### src/rtl/xw_pkg.sv
package xw_pkg;

  typedef enum logic [2:0] {
    FC_NONE   = 3'd0,
    FC_BAD_VF = 3'd1,
    FC_DIR    = 3'd2,
    FC_MID    = 3'd3,
    FC_LEAF   = 3'd4
  } faultCode_e;

  // strobes from the walk control to the datapath
  typedef struct packed {
    logic       capture;
    logic       loadPtr;
    logic       loadLeaf;
    logic       setFault;
    faultCode_e code;
    logic [1:0] level;
  } walkCtl_t;

  localparam logic [1:0] LVL_DIR  = 2'd2;
  localparam logic [1:0] LVL_MID  = 2'd1;
  localparam logic [1:0] LVL_LEAF = 2'd0;

endpackage

### src/rtl/vf_xlat_dp.sv
module vf_xlat_dp
  import xw_pkg::*;
#(
  parameter int ADDR_W     = 48,
  parameter int VFID_W     = 8,
  parameter int NUM_FN     = 64,
  parameter int DATA_W     = 64,
  parameter int PAGE_SH    = 21,
  parameter int MID_SH     = 35,
  parameter int PTR_SH     = 16
) (
  input  logic              clk,
  input  logic              rst_n,
  input  walkCtl_t          ctl,
  input  logic [ADDR_W-1:0] dirBase,
  input  logic [VFID_W-1:0] reqVfId,
  input  logic [ADDR_W-1:0] reqGpa,
  input  logic [DATA_W-1:0] memRdData,
  output logic              vfBad,
  output logic              entryValid,
  output logic [ADDR_W-1:0] memAddr,
  output logic              rspFault,
  output logic [2:0]        rspCode,
  output logic [ADDR_W-1:0] rspHpa
);

  localparam int PTR_W    = ADDR_W - PTR_SH;   // pointer field width
  localparam int PAGE_W   = ADDR_W - PAGE_SH;  // page number width
  localparam int PTR_LSB  = 4;
  localparam int PAGE_LSB = 5;

  logic [VFID_W-1:0] vfQ;
  logic [ADDR_W-1:0] gpaQ;
  logic [ADDR_W-1:0] baseQ;
  logic [ADDR_W-1:0] hpaQ;
  logic              faultQ;
  faultCode_e        codeQ;

  logic [ADDR_W-1:0] entryOff;
  logic [ADDR_W-1:0] nextBase;
  logic [ADDR_W-1:0] leafHpa;

  assign vfBad      = (reqVfId == '0) || (32'(reqVfId) >= 32'(NUM_FN));
  assign entryValid = memRdData[0];
  assign nextBase   = {memRdData[PTR_LSB +: PTR_W], {PTR_SH{1'b0}}};
  assign leafHpa    = {memRdData[PAGE_LSB +: PAGE_W], gpaQ[PAGE_SH-1:0]};

  // offset of the entry inside the table being read
  always_comb begin
    unique case (ctl.level)
      LVL_DIR:  entryOff = ADDR_W'(vfQ) << 3;
      LVL_MID:  entryOff = ADDR_W'(gpaQ[ADDR_W-1:MID_SH]) << 3;
      default:  entryOff = ADDR_W'(gpaQ[MID_SH-1:PAGE_SH]) << 2;
    endcase
  end

  assign memAddr = baseQ + entryOff;

  always_ff @(posedge clk or negedge rst_n) begin
    if (!rst_n) begin
      vfQ    <= '0;
      gpaQ   <= '0;
      baseQ  <= '0;
      hpaQ   <= '0;
      faultQ <= 1'b0;
      codeQ  <= FC_NONE;
    end else begin
      if (ctl.capture) begin
        vfQ    <= reqVfId;
        gpaQ   <= reqGpa;
        baseQ  <= dirBase;
        hpaQ   <= '0;
        faultQ <= 1'b0;
        codeQ  <= FC_NONE;
      end
      if (ctl.loadPtr)  baseQ <= nextBase;
      if (ctl.loadLeaf) hpaQ  <= leafHpa;
      if (ctl.setFault) begin
        faultQ <= 1'b1;
        codeQ  <= ctl.code;
      end
    end
  end

  assign rspFault = faultQ;
  assign rspCode  = codeQ;
  assign rspHpa   = hpaQ;

  // leaf entry addresses are 4-byte aligned, upper levels 8-byte aligned
  a_r5_entry_align: assert property (@(posedge clk) disable iff (!rst_n)
    ctl.loadPtr |=> (memAddr[1:0] == 2'b00));

endmodule

### src/rtl/vf_xlat_ctrl.sv
module vf_xlat_ctrl
  import xw_pkg::*;
(
  input  logic     clk,
  input  logic     rst_n,
  input  logic     reqValid,
  input  logic     vfBad,
  input  logic     memReady,
  input  logic     memRdValid,
  input  logic     entryValid,
  output logic     reqReady,
  output logic     memReq,
  output logic     rspValid,
  output walkCtl_t ctl
);

  typedef enum logic [1:0] {S_IDLE, S_ISSUE, S_WAIT, S_RESP} state_e;

  state_e     stateQ, stateD;
  logic [1:0] levelQ, levelD;

  always_comb begin
    stateD       = stateQ;
    levelD       = levelQ;
    ctl          = '0;
    ctl.code     = FC_NONE;
    ctl.level    = levelQ;
    reqReady     = 1'b0;
    memReq       = 1'b0;
    rspValid     = 1'b0;
    unique case (stateQ)
      S_IDLE: begin
        reqReady = 1'b1;
        if (reqValid) begin
          ctl.capture = 1'b1;
          if (vfBad) begin
            ctl.setFault = 1'b1;
            ctl.code     = FC_BAD_VF;
            stateD       = S_RESP;
          end else begin
            levelD = LVL_DIR;
            stateD = S_ISSUE;
          end
        end
      end
      S_ISSUE: begin
        memReq = 1'b1;
        if (memReady) stateD = S_WAIT;
      end
      S_WAIT: begin
        if (memRdValid) begin
          if (!entryValid) begin
            ctl.setFault = 1'b1;
            unique case (levelQ)
              LVL_DIR: ctl.code = FC_DIR;
              LVL_MID: ctl.code = FC_MID;
              default: ctl.code = FC_LEAF;
            endcase
            stateD = S_RESP;
          end else if (levelQ == LVL_LEAF) begin
            ctl.loadLeaf = 1'b1;
            stateD       = S_RESP;
          end else begin
            ctl.loadPtr = 1'b1;
            levelD      = levelQ - 2'd1;
            stateD      = S_ISSUE;
          end
        end
      end
      default: begin
        rspValid = 1'b1;
        stateD   = S_IDLE;
      end
    endcase
  end

  always_ff @(posedge clk or negedge rst_n) begin
    if (!rst_n) begin
      stateQ <= S_IDLE;
      levelQ <= LVL_DIR;
    end else begin
      stateQ <= stateD;
      levelQ <= levelD;
    end
  end

  // a rejected function number never produces a read
  a_r2_badvf_noread: assert property (@(posedge clk) disable iff (!rst_n)
    (reqReady && reqValid && vfBad) |=> !memReq);

  // only one read outstanding; data never arrives while a request is open
  a_r7_single_read: assert property (@(posedge clk) disable iff (!rst_n)
    memRdValid |-> !memReq);

endmodule

### src/rtl/vf_xlat_walker.sv
module vf_xlat_walker
  import xw_pkg::*;
#(
  parameter int ADDR_W = 48,
  parameter int VFID_W = 8,
  parameter int NUM_FN = 64,
  parameter int DATA_W = 64
) (
  input  logic              clk,
  input  logic              rst_n,
  input  logic [ADDR_W-1:0] dirBase,
  input  logic              reqValid,
  output logic              reqReady,
  input  logic [VFID_W-1:0] reqVfId,
  input  logic [ADDR_W-1:0] reqGpa,
  output logic              memReq,
  output logic [ADDR_W-1:0] memAddr,
  input  logic              memReady,
  input  logic              memRdValid,
  input  logic [DATA_W-1:0] memRdData,
  output logic              rspValid,
  output logic              rspFault,
  output logic [2:0]        rspCode,
  output logic [ADDR_W-1:0] rspHpa
);

  walkCtl_t ctl;
  logic     vfBad;
  logic     entryValid;

  vf_xlat_ctrl ctrl_i (
    .clk        (clk),
    .rst_n      (rst_n),
    .reqValid   (reqValid),
    .vfBad      (vfBad),
    .memReady   (memReady),
    .memRdValid (memRdValid),
    .entryValid (entryValid),
    .reqReady   (reqReady),
    .memReq     (memReq),
    .rspValid   (rspValid),
    .ctl        (ctl)
  );

  vf_xlat_dp #(
    .ADDR_W (ADDR_W),
    .VFID_W (VFID_W),
    .NUM_FN (NUM_FN),
    .DATA_W (DATA_W)
  ) dp_i (
    .clk        (clk),
    .rst_n      (rst_n),
    .ctl        (ctl),
    .dirBase    (dirBase),
    .reqVfId    (reqVfId),
    .reqGpa     (reqGpa),
    .memRdData  (memRdData),
    .vfBad      (vfBad),
    .entryValid (entryValid),
    .memAddr    (memAddr),
    .rspFault   (rspFault),
    .rspCode    (rspCode),
    .rspHpa     (rspHpa)
  );

  // an unaccepted read keeps its request and address
  a_r7_req_hold: assert property (@(posedge clk) disable iff (!rst_n)
    (memReq && !memReady) |=> (memReq && $stable(memAddr)));

  // accepting a request makes the walker busy
  a_r8_accept_busy: assert property (@(posedge clk) disable iff (!rst_n)
    (reqValid && reqReady) |=> !reqReady);

  // the response lasts one cycle and the walker is free again afterwards
  a_r8_rsp_pulse: assert property (@(posedge clk) disable iff (!rst_n)
    rspValid |=> (!rspValid && reqReady));

  // a successful response carries code zero
  a_r6_ok_code: assert property (@(posedge clk) disable iff (!rst_n)
    (rspValid && !rspFault) |-> (rspCode == 3'd0));

  // a fault response never carries code zero
  a_r2_fault_code: assert property (@(posedge clk) disable iff (!rst_n)
    (rspValid && rspFault) |-> (rspCode != 3'd0));

endmodule

### config.mk
export PLATFORM = sky130hd
export DESIGN_NAME = vf_xlat_walker
export DESIGN_NICKNAME = d
export VERILOG_FILES = /design/src/rtl/xw_pkg.sv /design/src/rtl/vf_xlat_dp.sv /design/src/rtl/vf_xlat_ctrl.sv /design/src/rtl/vf_xlat_walker.sv
export SDC_FILE = /design/constraint.sdc
export NUM_CORES = 1
export LEC_CHECK = 0
export ABC_AREA = 1
export BUFFER_PORTS_ARGS = -buffer_cell sky130_fd_sc_hd__buf_4
export CORE_MARGIN = 1.5
export CORE_UTILIZATION = 30
export CTS_BUF_LIST = sky130_fd_sc_hd__clkbuf_2
export DETAILED_ROUTE_END_ITERATION = 10
export HOLD_SLACK_MARGIN = 0.1
export SLEW_MARGIN = 20
export SYNTH_ARGS = -nofsm -noshare
export SYNTH_HDL_FRONTEND = slang
export SYNTH_SLANG_ARGS = --single-unit
### constraint.sdc
create_clock -name clk -period 4.1 [get_ports clk]
set_clock_uncertainty 0.2 [all_clocks]
set_input_delay 0.82 -clock clk [delete_from_list [all_inputs] [get_ports clk]]
set_output_delay 0.82 -clock clk [all_outputs]
set_load 0.005 [all_outputs]
### Word-level counts from Yosys, hierarchy flattened

Cells that the tools add are included.
Widths: inputs -> output; s select.

* bits in registers: 160
* input bits: 173
* output and inout port bits: 103

* add/subtract/negate cells: 2
* magnitude comparators: 1
* equality and inequality tests: 10
* multiplexer cells: 37
* reduce and logical (&&, ||, !) cells: 11

Operator list (number)
* $mux 48: 4
* $add 48x16->48: 1
* $pmux 16 s2: 1
* $mux 2: 13
* $mux 4: 3
* $ne 2x2->1 const B: 6
* $mux 1: 9
* $ge 8x7->1 const B: 1
* $logic_not 8->1: 1
* $pmux 4 s2: 1
* $reduce_bool 2->1: 4
* $mux 3: 2
* $mux 6: 1
* $pmux 2 s3: 1
* $pmux 3 s2: 1
* $reduce_and 6->1: 1
* $eq 2x1->1 const B: 2
* $eq 2x2->1 const B: 2
* $logic_not 2->1: 2
* $pmux 2 s2: 1
* $reduce_and 3->1: 1
* $reduce_or 3->1: 1
* $sub 2x1->2 const B: 1
* $logic_or 1x1->1: 1

### Longest topological paths before layout

* word-level depth: 6
* depth in mapped cells: 20
* mapped depth without buffers: 19

### Cells and area by module

Synthesis repeated with hierarchy kept, for this count alone.

* cells, all modules: 1197
* area, all modules: 8884.8 um^2

By module, submodules not included
* vf_xlat_dp: instances 1, cells each 1137, area an instance 8518.2 um^2
* vf_xlat_ctrl: instances 1, cells each 60, area an instance 366.6 um^2

### Worst setup path before layout

No wires, ideal clock.

* kind: reg2out
* start point: register ctrl_i.levelQ[1]
* end point: output port memAddr[33]
* arrival: 2.670 ns
* required time: 3.080 ns
* path slack: 0.410 ns
* stages on the path, launching flop included: 18
* cells stage by stage: dfstp_2 > inv_1 > ha_1 > nand2_1 > inv_1 > clkbuf_1 > nand2_1 > nand3_1 > ha_1 > or2_2 > and2_1 > nand2_1 > nand2_1 > nand3_1 > nand2_1 > nand2_1 > nand2_1 > nand2_1

* cells in the longest elaborated chain, start to end: 3

Ends and longest elaborated chain
* start, declared: line vf_xlat_ctrl.sv:20 `logic [1:0] levelQ, levelD;`
* start signal, assigned: line vf_xlat_ctrl.sv:83 `levelQ <= levelD;`
* $eq 2x1->1 / $eq 2x2->1 (equally long branches): line vf_xlat_dp.sv:50 `unique case (ctl.level)`
* $pmux 16 s2 (*): line vf_xlat_dp.sv:50
* $add 48x16->48 (*): line vf_xlat_dp.sv:57 `assign memAddr = baseQ + entryOff;`
* end, declared: line vf_xlat_walker.sv:17 `output logic [ADDR_W-1:0] memAddr,`

Mark *: on every way between the ends. The rest lies on a longest branch, timed or not.

### Worst setup path after layout

* start point: register ctrl_i.levelQ[1]
* end point: output port memAddr[38]

Same word-level chain as after synthesis.

==> out/qor.csv <==
stage;metric;value;unit
grt;first-pass GRT wire length;51600;µm
synth;Seq cells post-synth;160;
grt;Overflow after GRT;0;
critical_path;crit path cell chain;inv_2 -> buf_6 -> ha_4 -> nand2_4 -> clkinvlp_4 -> a22o_4 -> ha_4 -> nand2_4 -> nor2_4 -> inv_2 -> nor2_4 -> nand3_2 -> nand3b_1 -> nand2_1 -> nand2_1 -> nand2_1 -> buf_4;
floorplan;Die Width;175;µm
power_and_ir_drop;Clock power frac;9.0;%
grt;pin count of the biggest net entering global routing;83;
finish;area occupied by multi-input gates;0.00513;mm²
floorplan;Core ar.;0.0289;mm²
critical_path;crit path max-delay cell type;dfstp_2;
grt;Total GRT Usage;21.4;%
floorplan;die height;175;µm
job;max_cap viols;0;
clocking;H-tree Lvls;4;
place;DP HPWL;22400;µm
clocking;CTS tree;done;
power_and_ir_drop;Logic pwr share;61.8;%
synth;Synth async-reset ratio;100;%
drt;WL final;32700;µm
synth;syn nets;1402;
sta;max-slew violations;0;
sta;relative slew slack;43.3;%
grt;initial antenna violation count;2;
sta;final setup vio count;43;
clocking;clock-pin slew on the worst setup and hold paths;0.27;ns
critical_path;Crit. End Element;output port;
power_and_ir_drop;Max VDD drop;0.320;mV
synth;Synth area leaders;dfrtp_1 45%, nand2_1 18%, nand3_1 8.5%;
drt;Avg Vias per Cell;4.73;
critical_path;Worst EP arrival;3.62;ns
drt;Pre-antenna DRT Iters;6;
grt;vias in the first global route;9874;
clocking;cts bufs inserted;17;
place;worst slack, placed;-0.0475;ns
critical_path;critical path class;register to output port;
hold_path;Hold WC Path Type;input port to register;
power_and_ir_drop;Sw Pwr;0.00456;W
power_and_ir_drop;switching share of power;44.9;%
drt;Antenna Nets Post-Route;0;
clocking;clk buf depth;2;
drt;routed via count;9674;
power_and_ir_drop;PD cells;703;mW/mm²
drt;DRC;0;
drt;post-DR wirelength/cell;16.0;µm
synth;Post-synth EDFFs;0;
critical_path;Largest stage delay, worst path;0.60;ns
clocking;clk_lat worst skew;0.75;ns
floorplan;Initial Utilization;30.7;%
finish;share of cells above drive strength 1;33.7;%
sta;Max Fclk;216;MHz
clocking;clock sinks;160;
place;Port Buffers;244;
run_status;failing checks;setup timing;
floorplan;DIE AREA;0.0306;mm²
critical_path;Worst Path Required;3.08;ns
synth;register area share after synthesis;45.2;%
sta;Hold Violations, Final;0;
synth;Synth Area per Inst;7.32;µm²
clocking;CTS Root Cell;clkbuf_2;
finish;synthesis-to-finish area growth;63.0;%
critical_path;worst-path fanout max;7;
finish;final net count;1839;
floorplan;row count;62;
power_and_ir_drop;Reg power frac;29.2;%
sta;Final period util;113;%
finish;register cell area after layout;0.00401;mm²
power_and_ir_drop;Leak;7.39;nW
sta;min setup slack post-route;-0.537;ns
drt;drt first-iter violations;478;
hold_path;hold depth;3;
synth;Yosys warnings;0;
synth;predominant post-synthesis flop cell;dfrtp_1;
critical_path;r2r worst-path depth;8;
sta;RSZ-0062 raised after global routing;true;
power_and_ir_drop;Int Pwr;0.00560;W
synth;Synth area leader;dfrtp_1;
floorplan;I/O pin count;276;
place;area post-placement;0.0114;mm²
synth;cells after synthesis;1211;
finish;number of fill cells in the layout;2720;
critical_path;type of origin of the critical path;register;
sta;Worst-Margin Slew;0.851;ns
place;GPL Wtd Cong;0.878;
synth;Post-Syn Area;0.00887;mm²
synth;Yosys cell types;38;
sta;final worst path period need;4.64;ns
synth;commonest cells in the netlist;414 x nand2_1, 159 x dfrtp_1, 153 x inv_1, 150 x nand3_1, 95 x o21ai_0;
run_status;outcome;finished, violations left;
critical_path;cell repeated most along the worst path;nand2_1;
synth;most common cell in the netlist;nand2_1;
finish;Final Cell Area;0.0145;mm²
sta;setup TNS;-19.45;ns
synth;post-synth top area share;44.9;%
-- metal layers --
metal / share of wire, % / GRT usage [%]
met3: 5.3 / 4.09
met5: 0 / 0
met2: 49 / 36.2
met4: 2.1 / 6.94
met1: 44 / 27.5
-- power by group through the flow --
stage | logic (W) | clock network, W | registers (W)
detailed placement | 0.00461 | 0 | 0.00293
global placement | 0.00457 | 0 | 0.00291
global route | 0.00686 | 0.00103 | 0.00306
CTS | 0.00586 | 0.000964 | 0.00294
floorplan | 0.00228 | 0 | 0.00277
finish | 0.00628 | 0.000916 | 0.00297
-- stage by stage --
| stage | total power, W | utilization, % | instances | hold WS [ns] |
|---|---|---|---|---|
| 3_5_place_dp | 0.00754 | 39.4 | 1843 | 0.265 |
| 6_report | 0.0102 | 50.0 | 2047 | 0.194 |
| 4_1_cts | 0.00977 | 48.4 | 2028 | 0.106 |
| 2_1_floorplan | 0.00505 | - | 1211 | 0.249 |
| 5_1_grt | 0.0110 | 50.0 | 2047 | 0.103 |
| 3_3_place_gp | 0.00748 | 39.4 | 1843 | 0.265 |
-- critical path, delay by kind of cell, from the launching register on --
kind            cells  cell delay [ns]
simple gates        9             0.92
flops               1             0.60
buf+inv             5             0.57
compound gates      1             0.32
fa+ha+maj           2             0.48
-- layout by cell type, fill, tap and decap left out, types with 11 or more instances in the layout --
cell,instances
a22oi_1,23
buf_4,290
buf_6,29
clkbuf_2,17
dfrtp_1,159
dlygate4sd3_1,141
ha_4,14
inv_1,133
inv_2,16
nand2_1,332
nand2_2,58
nand2_4,25
nand3_1,125
nand3_2,14
nand3_4,11
nand4_1,12
nor2_1,33
nor2_4,15
o21ai_0,93
-- path summary, 6_finish.rpt --
check	end	slack (ns)	from
setup / recovery	memAddr[38]	-0.54	ctrl_i.levelQ[1]$_DFFE_PN1P_
hold / removal	dp_i.baseQ[32]$_DFFE_PN0P_	0.19	dirBase[32]
min in group asynchronous	dp_i.baseQ[8]$_DFFE_PN0P_	0.44	rst_n
max in group asynchronous	dp_i.gpaQ[37]$_DFFE_PN0P_	2.40	rst_n
hold reg to reg	dp_i.vfQ[6]$_DFFE_PN0P_	0.33	dp_i.vfQ[6]$_DFFE_PN0P_
setup reg to reg	dp_i.baseQ[16]$_DFFE_PN0P_	1.05	ctrl_i.levelQ[1]$_DFFE_PN1P_
-- registers in the layout, summed over array words and instances, names as in the netlist --
signal and cells:
dp_i.rspCode 3, dp_i.rspFault 1, dp_i.vfQ 8, dp_i.baseQ 48
ctrl_i.stateQ 2, dp_i.gpaQ 48, ctrl_i.levelQ 2, dp_i.rspHpa 48
-- cells by family after synthesis --
group,count (synthesis),share of synthesized area [%]
buffers and inverters,202,8.96
and+or+nand+nor,656,31.3
DFF,160,45.2
xor gates and xnor gates,22,2.17
AOI/OAI and AO/OA,153,9.83
adders and majority gates,18,2.62
-- layout make-up --
type / instances / share of cell area, %
diodes: 2 / 0.0346
clock buffers: 17 / 0.588
clock inverters: 15 / 1.13
inverters: 156 / 4.19
multi-input cells: 849 / 35.5
flip-flops and latches: 160 / 27.7
well taps: 384 / 3.32
repair buffers: 463 / 27.5
repair inverters: 1 / 0.0519
-- repair_timing --
item,4_1_cts,5_1_grt
cloned,1,0
pin swaps,66,60
buffers inserted,13,16
resized for setup,207,78
hold endpoints to repair,206,1
hold buffers,140,1
endpoints found under the setup margin,45,45
Power figures use the tool's default switching activity.
